===== config.mk =====
export PLATFORM = sky130hd
export DESIGN_NAME = tx_desc_wb
export DESIGN_NICKNAME = d
export VERILOG_FILES = /design/src/rtl/tx_wb_pkg.sv /design/src/rtl/txd_decode.sv /design/src/rtl/txd_seq.sv /design/src/rtl/txd_ctrl.sv /design/src/rtl/tx_desc_wb.sv
export SDC_FILE = /design/constraint.sdc
export NUM_CORES = 1
export LEC_CHECK = 0
export BUFFER_PORTS_ARGS = -buffer_cell sky130_fd_sc_hd__buf_2
export CAP_MARGIN = 20
export CORE_MARGIN = 2
export CORE_UTILIZATION = 48
export DETAILED_ROUTE_END_ITERATION = 16
export PLACE_DENSITY = 0.8
export SYNTH_ARGS = -nofsm -noshare
export SYNTH_HDL_FRONTEND = slang
export SYNTH_HIERARCHICAL = 1
export SYNTH_SLANG_ARGS = --single-unit

===== constraint.sdc =====
create_clock -name clk -period 2.1 [get_ports clk]
set_input_delay 0.315 -clock clk [delete_from_list [all_inputs] [get_ports clk]]
set_output_delay 0.315 -clock clk [all_outputs]
set_load 0.1 [all_outputs]

===== src/rtl/tx_wb_pkg.sv =====
package tx_wb_pkg;

  // command byte bit positions this block decodes
  localparam int BIT_DLY = 7;
  localparam int BIT_EXT = 5;
  localparam int BIT_RPT = 3;

  typedef enum logic [2:0] {
    ST_IDLE,
    ST_REQ,
    ST_WAIT,
    ST_WB,
    ST_FIN,
    ST_ERR
  } wb_state_t;

  typedef struct packed {
    logic dly;
    logic ext;
    logic rpt;
    logic nodata;
  } cmd_info_t;

endpackage


===== src/rtl/txd_decode.sv =====
module txd_decode
  import tx_wb_pkg::*;
#(
  parameter int ADDR_W = 32,
  parameter int LEN_W  = 16
) (
  input  logic [ADDR_W-1:0] addr,
  input  logic [LEN_W-1:0]  len,
  input  logic [7:0]        cmd,
  output cmd_info_t         info
);

  always_comb begin
    info.dly    = cmd[BIT_DLY];
    info.ext    = cmd[BIT_EXT];
    info.rpt    = cmd[BIT_RPT];
    info.nodata = (addr == '0) || (len == '0);
  end

endmodule


===== src/rtl/txd_seq.sv =====
module txd_seq #(
  parameter int TAG_W = 4
) (
  input  logic             clk,
  input  logic             rst_n,
  input  logic             inc,
  output logic [TAG_W-1:0] cnt
);

  always_ff @(posedge clk or negedge rst_n) begin
    if (!rst_n) cnt <= '0;
    else if (inc) cnt <= cnt + 1'b1;
  end

  assert_tag_step_R10: assert property (@(posedge clk) disable iff (!rst_n)
    inc |=> cnt == $past(cnt) + 1'b1);

endmodule


===== src/rtl/txd_ctrl.sv =====
module txd_ctrl
  import tx_wb_pkg::*;
#(
  parameter int ADDR_W = 32,
  parameter int LEN_W  = 16,
  parameter int TAG_W  = 4
) (
  input  logic              clk,
  input  logic              rst_n,
  input  logic              desc_valid,
  output logic              desc_ready,
  input  logic [ADDR_W-1:0] desc_addr,
  input  logic [LEN_W-1:0]  desc_len,
  input  cmd_info_t         info,
  input  logic [TAG_W-1:0]  tag_in,
  output logic              fetch_valid,
  input  logic              fetch_ready,
  output logic [ADDR_W-1:0] fetch_addr,
  output logic [LEN_W-1:0]  fetch_len,
  input  logic              fetch_done,
  output logic              wb_valid,
  input  logic              wb_ready,
  output logic [TAG_W-1:0]  wb_tag,
  output logic              done_evt,
  output logic              evt_rs,
  output logic              evt_ide,
  output logic              desc_err
);

  wb_state_t         st, st_nx;
  logic              cur_rpt, cur_dly;
  logic [ADDR_W-1:0] cur_addr;
  logic [LEN_W-1:0]  cur_len;
  logic [TAG_W-1:0]  cur_tag;
  logic              take;

  assign take = desc_valid && desc_ready;

  always_comb begin
    st_nx = st;
    unique case (st)
      ST_IDLE:
        if (desc_valid) begin
          if (info.ext)         st_nx = ST_ERR;
          else if (!info.nodata) st_nx = ST_REQ;
          else if (info.rpt)    st_nx = ST_WB;
          else                  st_nx = ST_FIN;
        end
      ST_REQ:  if (fetch_ready) st_nx = ST_WAIT;
      ST_WAIT: if (fetch_done)  st_nx = cur_rpt ? ST_WB : ST_FIN;
      ST_WB:   if (wb_ready)    st_nx = ST_FIN;
      ST_FIN:  st_nx = ST_IDLE;
      ST_ERR:  st_nx = ST_IDLE;
      default: st_nx = ST_IDLE;
    endcase
  end

  always_ff @(posedge clk or negedge rst_n) begin
    if (!rst_n) begin
      st       <= ST_IDLE;
      cur_rpt  <= 1'b0;
      cur_dly  <= 1'b0;
      cur_addr <= '0;
      cur_len  <= '0;
      cur_tag  <= '0;
    end else begin
      st <= st_nx;
      if (take) begin
        cur_rpt  <= info.rpt;
        cur_dly  <= info.dly;
        cur_addr <= desc_addr;
        cur_len  <= desc_len;
        cur_tag  <= tag_in;
      end
    end
  end

  assign desc_ready  = (st == ST_IDLE);
  assign fetch_valid = (st == ST_REQ);
  assign fetch_addr  = cur_addr;
  assign fetch_len   = cur_len;
  assign wb_valid    = (st == ST_WB);
  assign wb_tag      = cur_tag;
  assign done_evt    = (st == ST_FIN);
  assign evt_rs      = done_evt && cur_rpt;
  assign evt_ide     = done_evt && cur_dly;
  assign desc_err    = (st == ST_ERR);

  assert_fetch_hold_R11: assert property (@(posedge clk) disable iff (!rst_n)
    fetch_valid && !fetch_ready |=> fetch_valid && $stable(fetch_addr) && $stable(fetch_len));

  assert_wb_hold_R11: assert property (@(posedge clk) disable iff (!rst_n)
    wb_valid && !wb_ready |=> wb_valid && $stable(wb_tag));

  assert_one_action_R9: assert property (@(posedge clk) disable iff (!rst_n)
    $onehot0({fetch_valid, wb_valid, done_evt, desc_err}));

  assert_busy_after_take_R9: assert property (@(posedge clk) disable iff (!rst_n)
    take |=> !desc_ready);

  assert_wb_needs_rs_R6: assert property (@(posedge clk) disable iff (!rst_n)
    wb_valid |-> cur_rpt);

  assert_evt_then_idle_R8: assert property (@(posedge clk) disable iff (!rst_n)
    done_evt |=> desc_ready && !done_evt);

  assert_err_quiet_R7: assert property (@(posedge clk) disable iff (!rst_n)
    desc_err |-> $past(desc_ready) && !done_evt);

endmodule


===== src/rtl/tx_desc_wb.sv =====
module tx_desc_wb
  import tx_wb_pkg::*;
#(
  parameter int ADDR_W = 32,
  parameter int LEN_W  = 16,
  parameter int TAG_W  = 4
) (
  input  logic              clk,
  input  logic              rst_n,
  input  logic              desc_valid,
  output logic              desc_ready,
  input  logic [ADDR_W-1:0] desc_addr,
  input  logic [LEN_W-1:0]  desc_len,
  input  logic [7:0]        desc_cmd,
  output logic              fetch_valid,
  input  logic              fetch_ready,
  output logic [ADDR_W-1:0] fetch_addr,
  output logic [LEN_W-1:0]  fetch_len,
  input  logic              fetch_done,
  output logic              wb_valid,
  input  logic              wb_ready,
  output logic [TAG_W-1:0]  wb_tag,
  output logic              done_evt,
  output logic              evt_rs,
  output logic              evt_ide,
  output logic              desc_err
);

  cmd_info_t        info;
  logic [TAG_W-1:0] tag_now;

  txd_decode #(.ADDR_W(ADDR_W), .LEN_W(LEN_W)) u_dec (
    .addr (desc_addr),
    .len  (desc_len),
    .cmd  (desc_cmd),
    .info (info)
  );

  txd_seq #(.TAG_W(TAG_W)) u_seq (
    .clk   (clk),
    .rst_n (rst_n),
    .inc   (desc_valid && desc_ready),
    .cnt   (tag_now)
  );

  txd_ctrl #(.ADDR_W(ADDR_W), .LEN_W(LEN_W), .TAG_W(TAG_W)) u_ctrl (
    .clk         (clk),
    .rst_n       (rst_n),
    .desc_valid  (desc_valid),
    .desc_ready  (desc_ready),
    .desc_addr   (desc_addr),
    .desc_len    (desc_len),
    .info        (info),
    .tag_in      (tag_now),
    .fetch_valid (fetch_valid),
    .fetch_ready (fetch_ready),
    .fetch_addr  (fetch_addr),
    .fetch_len   (fetch_len),
    .fetch_done  (fetch_done),
    .wb_valid    (wb_valid),
    .wb_ready    (wb_ready),
    .wb_tag      (wb_tag),
    .done_evt    (done_evt),
    .evt_rs      (evt_rs),
    .evt_ide     (evt_ide),
    .desc_err    (desc_err)
  );

endmodule


After elaboration in Yosys (flattened, before gate mapping)
Cells that the tools add are included.

operators by class
  shifts and indexed selects = 0
  equal/unequal tests = 9
  $lt $le $gt $ge = 0
  multiplexer cells = 9
  add/subtract/negate cells = 1
  div/mod/pow operators = 0
  reductions and logical operators = 8
  $mul = 0
  bitwise operators = 0

operator list
  cell                   count
  $logic_not A32 Y1      1
  $mux W3                8
  $logic_not A16 Y1      1
  $pmux W3 S4            1
  $eq A3 B2 Y1 const B   2
  $eq A3 B3 Y1 const B   2
  $add A4 B1 Y4 const B  1
  $ne A2 B1 Y1 const B   2
  $ne A2 B2 Y1 const B   2
  $reduce_and A4 Y1      1
  $eq A3 B1 Y1 const B   1
  $logic_and A1 B1 Y1    3
  $logic_not A3 Y1       1
  $logic_or A1 B1 Y1     1

storage, ports and cells
  bits in writable memories = 0
  bits in latches = 0
  output and inout port bits = 59
  memory bits (read-only) = 0
  flip-flop bits (word level) = 61
  memories kept = 0

Longest topological paths before layout
Gate-level depths: netlist of the first run.

  word-level depth = 6
  gate-level depth with buffers = 6
  gate-level depth less buffers = 6

By module
The synthesis of the first run kept the hierarchy.

modules (own cells, without submodules)
  module      area each (um^2)  instances  sequential area each (um^2)  cells each
  txd_ctrl    2556.2            1          1426.4                       147
  txd_seq     160.2             1          100.1                        11
  txd_decode  127.6             1          0.0                          19
  tx_desc_wb  6.3               1          0.0                          1

Worst setup path before layout of the first run
No wires, ideal clock.

  path kind = register to output
  start = register u_ctrl.st[0]
  end = output port evt_ide
  slack = -1.948 ns
  cell stages (with the launch flop) = 4
  arrival time = 3.733 ns
  cells stage by stage = dfrtp_1 buf_6 nor3b_1 and2_1

on the way
  word-level cells in the longest chain between the ends = 2

RTL lines
  item                    RTL line          text
  start, declared         txd_ctrl.sv:30    wb_state_t st, st_nx;
  start signal, assigned  txd_ctrl.sv:67    st <= st_nx;
  $eq A3 B3 Y1            txd_ctrl.sv:84    assign done_evt = (st == ST_FIN);
  net done_evt            tx_desc_wb.sv:23  output logic done_evt,
  $logic_and A1 B1 Y1     txd_ctrl.sv:86    assign evt_ide = done_evt && cur_dly;
  end, declared           tx_desc_wb.sv:25  output logic evt_ide,

The timed path passes the listed nets, and every way through them passes these cells.

Worst setup path after layout of the first run
  start = register u_ctrl.st[2]
  end = output port wb_valid

on the way
  word-level cells in the longest chain between the ends = 1

RTL lines
  item           RTL line          text
  $eq A3 B2 Y1   txd_ctrl.sv:82    assign wb_valid = (st == ST_WB);
  end, declared  tx_desc_wb.sv:20  output logic wb_valid,

Every way passes these cells.

==> impl_metrics.toml, run 1 <==
[yosys]
synth_cells = 178
yosys_most_used_dff = "dfrtp_1"
synthArstFlopShare_pct = 100.0
syn-num-nets = 241
synth-edff-count = 0
synth_cell_types = 31
synth_top_family_by_area = "multiplexers"
synth-compound-area-share_pct = 2.151
yosys.area_share.simple_pct = 8.516
syn_area_per_cell_um2 = 16.01
netlist_area_um2 = 2850
synthXorXnorAreaFrac_pct = 0.9219
synth_mux_area_share_pct = 28.88
ys_seq_elements = 61
ys_seq_area_share_pct = 53.56
yosys.area_share.adder_pct = 0.4390
synth.yosys.warnings = 6

[detailed_routing]
drt_iter0_markers = 80
wirelength_mm = 6.254
ant_nets = 0
dr.pass1.iters = 4
wl_per_cell_um = 15.99
viasPerCell = 5.031
via_count = 1967
route.detailed.drc = 0

[worst_setup_path]
crit_path_cell_trace = "nor2b_1, and2_1, clkbuf_4"
arrival_ns = 1.66
r2r_start = "u_ctrl/st[1]"
r2r_cells = 4
crit_fanout = 7
startpoint = "u_ctrl/st[2]"
required_ns = 1.78
end_kind = "output pin"
cp_slowest_cell = "dfrtp_1"
slowest_delay_ns = 0.49
cp-start-kind = "register"
crit_type = "register to output pin"

[timing]
period_needed_ns = 1.974
relSlewSlack_pct = 64.96
finClkSkew_ns = 0.008249
hold_viol_final = 0
fmaxAchievable_mhz = 506.7
finalCritPeriodShare_pct = 93.98
setup_tns_ns = 0
worstMarginPinSlew_ns = 0.5257
setup_viol = 0
final_max_slew_viol_count = 0
rsz0062_at_grt = "no"

[final_layout]
final_cells = 391
multi_input_area_um2 = 1184
n_antenna_cell = 0
fin_util_pct = 64.97
area_delta_synth_final_pct = 32.57
final_net_count = 374
drive_above_1_share_pct = 66.77
fill_cells = 440
seqCellArea_um2 = 1528

[grt]
antenna_found_initial = 0
grt_usage_pct = 19.65
grt_pass1_wl_mm = 9.466
gr-total-overflow = 0
grt_pass1_vias = 1891
grt_max_degree = 42

[hold_path]
min_path_type = "input pin to register"
whs_path_depth = 2
min-delay-start = "desc_cmd[7]"

[clocking]
htreeDepth = 3
insertion_delay_ns = 0.33
cts.sinks = 61
cts_buffers = 9
clkSlewWorstSetupHoldPaths_ns = 0.07
cts_buffer_depth = 2
cts_tree = "done"
cts_root_buffer = "clkbuf_8"

[floorplan]
ios = 121
start_util_pct = 49.01
core_area_um2 = 5816
dieWidth_um = 81.06
rows = 28
dieArea_um2 = 6571
die_h_um = 81.06

[status]
status = "finished, final reports clean"

[placed_design]
place_congestion = 0.8858
dp_hpwl_mm = 4.563
io_buffers = 115
dp_cells = 374

[job]
drv.max_cap_violation_count = 0
[worst paths after layout]
path                                         endpoint  slack [ns]
worst min-delay path                   u_ctrl/cur_dly        0.22
worst max-delay path                         wb_valid        0.13
max in group asynchronous        u_ctrl/fetch_len[13]        0.97
worst max register to register  u_ctrl/fetch_addr[17]        0.27
worst min register to register           u_seq/cnt[3]        0.48
min in group asynchronous       u_ctrl/fetch_addr[16]        0.53
[cell usage after synthesis, types with 2 or more instances]
library cell  count  area share [%]
mux2_2            6             2.4
buf_12            6             4.2
nor4_1           11             2.4
mux2i_1           2            0.70
buf_4             3            0.79
and2_1            5             1.1
dfrtp_1          61              54
nand4_1           4            0.88
nand2_1           2            0.26
mux2_4           49              26
o21ai_0           3            0.53
xnor2_1           2            0.61
a221oi_1          2            0.61
nor2b_1           5             1.1
[sequential cells by signal (all words and copies together), names as in the netlist]
register and count:
u_ctrl/st 3, u_seq/cnt 4, u_ctrl/fetch_addr 32, u_ctrl/fetch_len 16
u_ctrl/wb_tag 4, u_ctrl/cur_dly 1, u_ctrl/cur_rpt 1
[timing repair]
item                                    in CTS  in global routing
buffers inserted                             0                  0
resized for setup                            0                  5
endpoints found under the setup margin       0                  5
hold endpoints to repair                    20                  0
hold buffers                                 1                  0
[critical path, delay by kind of cell (launching register included)]
family                 cells  cell delay [ns]
buffers and inverters      1             0.32
flip-flops                 1             0.49
AND/OR/NAND/NOR            2             0.52
[logic make-up (layout without fill, tap and decap cells)]
kind of cell,count (synthesis),count (layout)
flops,61,61
mux,57,57
simple gates,36,36
buf+inv,11,149
compound gates,9,9
xor+xnor,3,3
fa+ha+maj,1,1
[per-layer routing]
layer  vias to the layer above  global-route usage (%)  wire length, µm
met4                         0                   10.17              138
met5                         -                       0                0
met3                        15                   4.111              406
li1                        919                       -                -
met2                        74                   30.58             3009
met1                       959                   26.00             2699
[per-stage QoR]
step	instance area [µm²]	hold slack [ns]	setup slack (ns)
3_3_place_gp	3542	0.3047	-0.1392
2_1_floorplan	2869	0.01941	-0.2523
6_report	3779	0.2228	0.1264
4_1_cts	3766	0.2065	0.02592
3_5_place_dp	3542	0.3140	-0.2189
5_1_grt	3779	0.2044	0.03093
[layout by cell type, fill, tap and decap left out, drive strengths merged, types with 2 or more instances in the layout]
cell type  count
mux2          55
nor2b          5
and2           6
mux2i          2
a221oi         2
o21ai          4
clkinv         3
xnor2          2
dfrtp         61
clkbuf        14
nand2          2
buf          126
nor4          12
bufinv         2
nand4          4
clkinvlp       2
[layout make-up]
class	count	share of cell area, %
sequential	61	40.43
multi-input combinational	106	31.32
timing repair buffer	132	20.00
clock buffer	9	3.278
tap	75	2.483
clock inverter	7	2.384
inverter	1	0.09934
Power of run 1 is left out: the tool's default activity adds up to more than one toggle a clock period on the data nets, which glitch-free logic cannot reach.
==> run 2, diff against run 1 <==
Settings changed: CORE_UTILIZATION 48 to 46, PLACE_DENSITY 0.8 to 0.79, SYNTH_HIERARCHICAL 1 to default.
==> impl_metrics.toml, run 2 <==
[floorplan]
dieArea_um2 = 6335
ios = 121
dieWidth_um = 79.60
die_h_um = 79.60
start_util_pct = 47.74
core_area_um2 = 5507
rows = 27

[clocking]
clkSlewWorstSetupHoldPaths_ns = 0.06
insertion_delay_ns = 0.33
ctsHoldBuffers = 0
cts_buffer_depth = 2
cts_tree = "done"
cts_buffers = 9
htreeDepth = 3
cts_root_buffer = "clkbuf_8"
cts.sinks = 61

[detailed_routing]
dr.pass1.iters = 4
wirelength_mm = 5.642
drt_iter0_markers = 84
via_count = 1931
wl_per_cell_um = 14.97
route.detailed.drc = 0
ant_nets = 0
viasPerCell = 5.122

[grt]
antenna_found_initial = 0
top_usage_layer = "met2"
grt_usage_pct = 18.79
grt_max_degree = 41
gr-total-overflow = 0
grt.met2_usage_pct = 30.59
grt_pass1_vias = 1994
grt_use_met3_pct = 4.412
grt_pass1_wl_mm = 8.983
use_met1_pct = 23.04

[yosys]
yosysTopAreaCellShare_pct = 58.07
synth.yosys.warnings = 0
yosysTopAreaCell = "dfrtp_1"
syn_area_per_cell_um2 = 14.44
synth_commonest_cells = "dfrtp_1, mux2_2, nor4_1, nand2_1"
ys_seq_elements = 61
syn-num-nets = 245
synth_area_leaders = "dfrtp_1, mux2_2, nor4_1"
synth_cell_types = 30
ys_seq_area_share_pct = 58.07
netlist_area_um2 = 2629
synthArstFlopShare_pct = 100.0
yosys_most_used_dff = "dfrtp_1"
synth_cells = 182
synth-edff-count = 0
yosys.cell_count.top_type = "dfrtp_1"

[final_layout]
final_common_cell = "buf_2"
drive_above_1_share_pct = 63.93
final_net_count = 365
largest_reg_flops = 32
final_cells = 377
n_antenna_cell = 0
area_delta_synth_final_pct = 31.75
fill_cells = 438
mostFrequentLayoutCells = "buf_2, dfrtp_1, mux2_2"

[status]
status = "finished, final reports clean"

[job]
drv.max_cap_violation_count = 0

[placed_design]
dp_hpwl_mm = 4.283
place_congestion = 0.8310
io_buffers = 115
dp_cells = 363

[worst_setup_path]
cp-start-kind = "register"
arrival_ns = 1.65
crit_type = "register to output pin"
crit_fanout = 12
required_ns = 1.78
end_kind = "output pin"

[hold_path]
min_path_type = "input pin to asynchronous set/reset pin"

[timing]
finalCritPeriodShare_pct = 93.39
final_max_slew_viol_count = 0
setup_viol = 0
rsz0062_at_grt = "no"
relSlewSlack_pct = 57.60
fmaxAchievable_mhz = 509.9
period_needed_ns = 1.961
worstMarginPinSlew_ns = 0.6361
hold_viol_final = 0
finClkSkew_ns = 0.005355
run 2: cell types whose count changed in the layout (fill, tap and decap cells not counted), sizes merged, moves of 3 or more:
cell / previous run / this run
buf: 126 / 115
a21oi: 0 / 3
a211oi: 0 / 3
nand2: 2 / 5
and2: 6 / 3
nor2b: 5 / 1
run 2: routing by layer:
metal	wire, µm	vias up
met2	2780	71
met5	0	-
met1	2358	947
met4	73	0
li1	-	904
met3	430	9
run 2: final cells by class:
cell class	count	area [µm²]	area share (%)
Clock buffer	12	155.1	4.480
Tap cell	72	90.09	2.601
Multi-Input combinational cell	109	1040	30.02
Clock inverter	2	10.01	0.2890
Sequential cell	61	1526	44.08
Timing Repair Buffer	118	630.6	18.21
Inverter	3	11.26	0.3251
run 2: cells by family (layout without fill, tap and decap cells):
group	Yosys count	count (layout)	share of synthesized area, %
AO/OA/AOI/OAI	13	13	3.093
XOR/XNOR	3	3	1.285
adder cells (fa/ha/maj)	1	1	0.4759
buffers and inverters	12	135	4.141
flip-flops	61	61	58.07
multiplexers	56	56	23.89
AND/OR/NAND/NOR	36	36	9.044
run 2: worst max-delay path: stages (launching register included):
cell	delay [ns]
dfrtp_1	0.55
nor3_4	0.31
buf_2	0.47
run 2: worst paths after layout:
path	start	to	slack (ns)	cells past startpoint
worst max-delay path	u_ctrl.st[0]	desc_ready	0.14	2
worst min-delay path	rst_n	u_ctrl.fetch_addr[7]	0.007	1
worst min register to register	u_seq.cnt[3]	u_seq.cnt[3]	0.49	1
min in group clk	desc_cmd[7]	u_ctrl.cur_dly	0.23	2
worst max register to register	u_ctrl.st[0]	u_ctrl.fetch_len[4]	0.23	4
max in group asynchronous	rst_n	u_ctrl.cur_dly	1.49	2
run 2: per-stage QoR:
step	utilization, %	cell area [µm²]	hold WS (ns)	TNS, ns	setup slack, ns
2_1_floorplan	-	2680	0.01941	-10.93	-0.2384
3_3_place_gp	59.76	3291	0.3584	0	0.3144
6_report	62.89	3463	0.006595	0	0.1388
3_5_place_dp	59.76	3291	0.3670	0	0.2698
5_1_grt	62.89	3463	0.05931	0	0.06472
4_1_cts	62.76	3456	0.008283	0	0.02193
run 2: timing repair:
| action | in CTS | in global routing |
|---|---|---|
| endpoints found under the setup margin | 0 | 3 |
| buffers inserted | 0 | 0 |
| resized for setup | 0 | 3 |
Power of run 2 is left out for the same reason.
==> run 3, diff against run 2 <==
--- a/config.mk
+++ b/config.mk
@@ -9,7 +9,7 @@
 export CAP_MARGIN = 20
 export CORE_MARGIN = 2
-export CORE_UTILIZATION = 46
+export CORE_UTILIZATION = 40
 export DETAILED_ROUTE_END_ITERATION = 16
-export PLACE_DENSITY = 0.79
+export PLACE_DENSITY = 0.7
 export SYNTH_ARGS = -nofsm -noshare
 export SYNTH_HDL_FRONTEND = slang
==> constraint.sdc (replaced) <==
create_clock -name clk -period 2.1 [get_ports clk]
set_input_delay 0.105 -clock clk [delete_from_list [all_inputs] [get_ports clk]]
set_output_delay 0.105 -clock clk [all_outputs]
set_load 0.1 [all_outputs]
==> impl_metrics.toml, run 3 (same netlist as run 2, synthesis figures left out) <==
[status]
status = "finished, final reports clean"

[final_layout]
final_area_um2 = 3904
fin_util_pct = 61.48
area_delta_synth_final_pct = 48.50
seqCellArea_um2 = 1526
mostFrequentLayoutCells = "buf_2, dfrtp_1, mux2_4"
largest_reg_flops = 32
n_antenna_cell = 0
final_net_count = 388
multi_input_area_um2 = 1221
final_cells = 407
fill_cells = 501
drive_above_1_share_pct = 60.30
final_common_cell = "buf_2"

[detailed_routing]
wl_per_cell_um = 15.43
drt_iter0_markers = 63
wirelength_mm = 6.279
ant_nets = 0
dr.pass1.iters = 4
via_count = 2009
route.detailed.drc = 0
viasPerCell = 4.936

[clocking]
clkSlewWorstSetupHoldPaths_ns = 0.07
ctsHoldBuffers = 19
cts_buffers = 9
htreeDepth = 3
insertion_delay_ns = 0.33
cts.sinks = 61
cts_resized = 0
cts_tree = "done"
postCtsSetupBuffers = 0
cts_root_buffer = "clkbuf_8"
cts_buffer_depth = 2

[grt]
grt_usage_pct = 18.41
grt_pass1_vias = 2027
gr-total-overflow = 0
antenna_found_initial = 0
grt_pass1_wl_mm = 10.16
grt_max_degree = 36

[timing]
rsz0062_at_grt = "no"
fmaxAchievable_mhz = 549.4
finClkSkew_ns = 0.006324
hold_viol_final = 0
period_needed_ns = 1.820
final_max_slew_viol_count = 0
relSlewSlack_pct = 59.26
worstMarginPinSlew_ns = 0.6111
setup_viol = 0
finalCritPeriodShare_pct = 86.67

[worst_setup_path]
arrival_ns = 1.72
end_kind = "output pin"
reg2reg_slack_ns = 0.37
cp_slowest_cell = "dfrtp_1"
crit_fanout = 11
slowest_delay_ns = 0.41
rr_endpoint = "u_ctrl.fetch_addr[25]"
crit_type = "register to output pin"
required_ns = 2.00
cp-start-kind = "register"
r2r_start = "u_ctrl.st[1]"
crit_path_cell_trace = "buf_4, nor3b_2, and2_1, buf_2"
r2r_cells = 4

[hold_path]
whs_path_depth = 2
min_path_type = "input pin to register"
hold_path_end = "u_ctrl.fetch_len[14]"
min-delay-start = "desc_len[14]"

[floorplan]
die_h_um = 85.07
dieArea_um2 = 7236
core_area_um2 = 6350
dieWidth_um = 85.07
start_util_pct = 41.40
rows = 29
ios = 121

[job]
drv.max_cap_violation_count = 0

[placed_design]
dp_hpwl_mm = 4.447
place_area_um2 = 3521
place_congestion = 0.7696
dp_cells = 372
io_buffers = 115
## run 3: cell count changes in the layout (fill, tap and decap cells not counted), moves of 2 or more
cell,change
and2_1,+2
buf_2,+3
buf_4,+3
clkbuf_4,-3
dlygate4sd3_1,+19
mux2_2,-49
mux2_4,+49
## run 3: layer usage
metal / wire, µm / vias up / part of all wire, % / track usage (%)
li1: - / 944 / - / -
met1: 2810 / 984 / 45 / 24.94
met2: 2990 / 71 / 48 / 28.05
met3: 375 / 10 / 6.0 / 5.545
met4: 103 / 0 / 1.6 / 6.926
met5: 0 / - / 0 / 0
## run 3: stage by stage
step	hold WS [ns]	setup WS (ns)	setup TNS [ns]
detailed placement	0.1503	0.3807	0
CTS	0.0008977	0.2427	0
finish	0.02081	0.2798	0
global placement	0.1519	0.4159	0
global route	0.007540	0.1825	0
floorplan	-0.1906	-0.7656	-12.33
## run 3: worst max-delay path by stage
stage	start	end	slack, ns	cells past startpoint
after global placement	u_ctrl.st[1]	u_ctrl.fetch_addr[20]	0.42	4
final	u_ctrl.st[0]	evt_rs	0.28	4
after floorplan	u_ctrl.st[0]	evt_ide	-0.77	3
after detailed placement	u_ctrl.st[1]	u_ctrl.fetch_addr[12]	0.38	4
after CTS	u_ctrl.st[0]	evt_rs	0.24	4
after global routing	u_ctrl.st[0]	evt_rs	0.18	4
## run 3: cell type report
cell class                      count  area share [%]
Inverter                            3          0.2885
Multi-Input combinational cell    109           31.28
Sequential cell                    61           39.10
Tap cell                           77           2.468
Clock buffer                       12           3.718
Timing Repair Buffer              141           21.92
Clock inverter                      4           1.218
## run 3: worst max-delay path: cells and delay by family, from the launching register on
family                 cells  cell delay (ns)
AND/OR/NAND/NOR            2             0.37
flip-flops                 1             0.41
buffers and inverters      2             0.60
Power of run 3 is left out for the same reason.
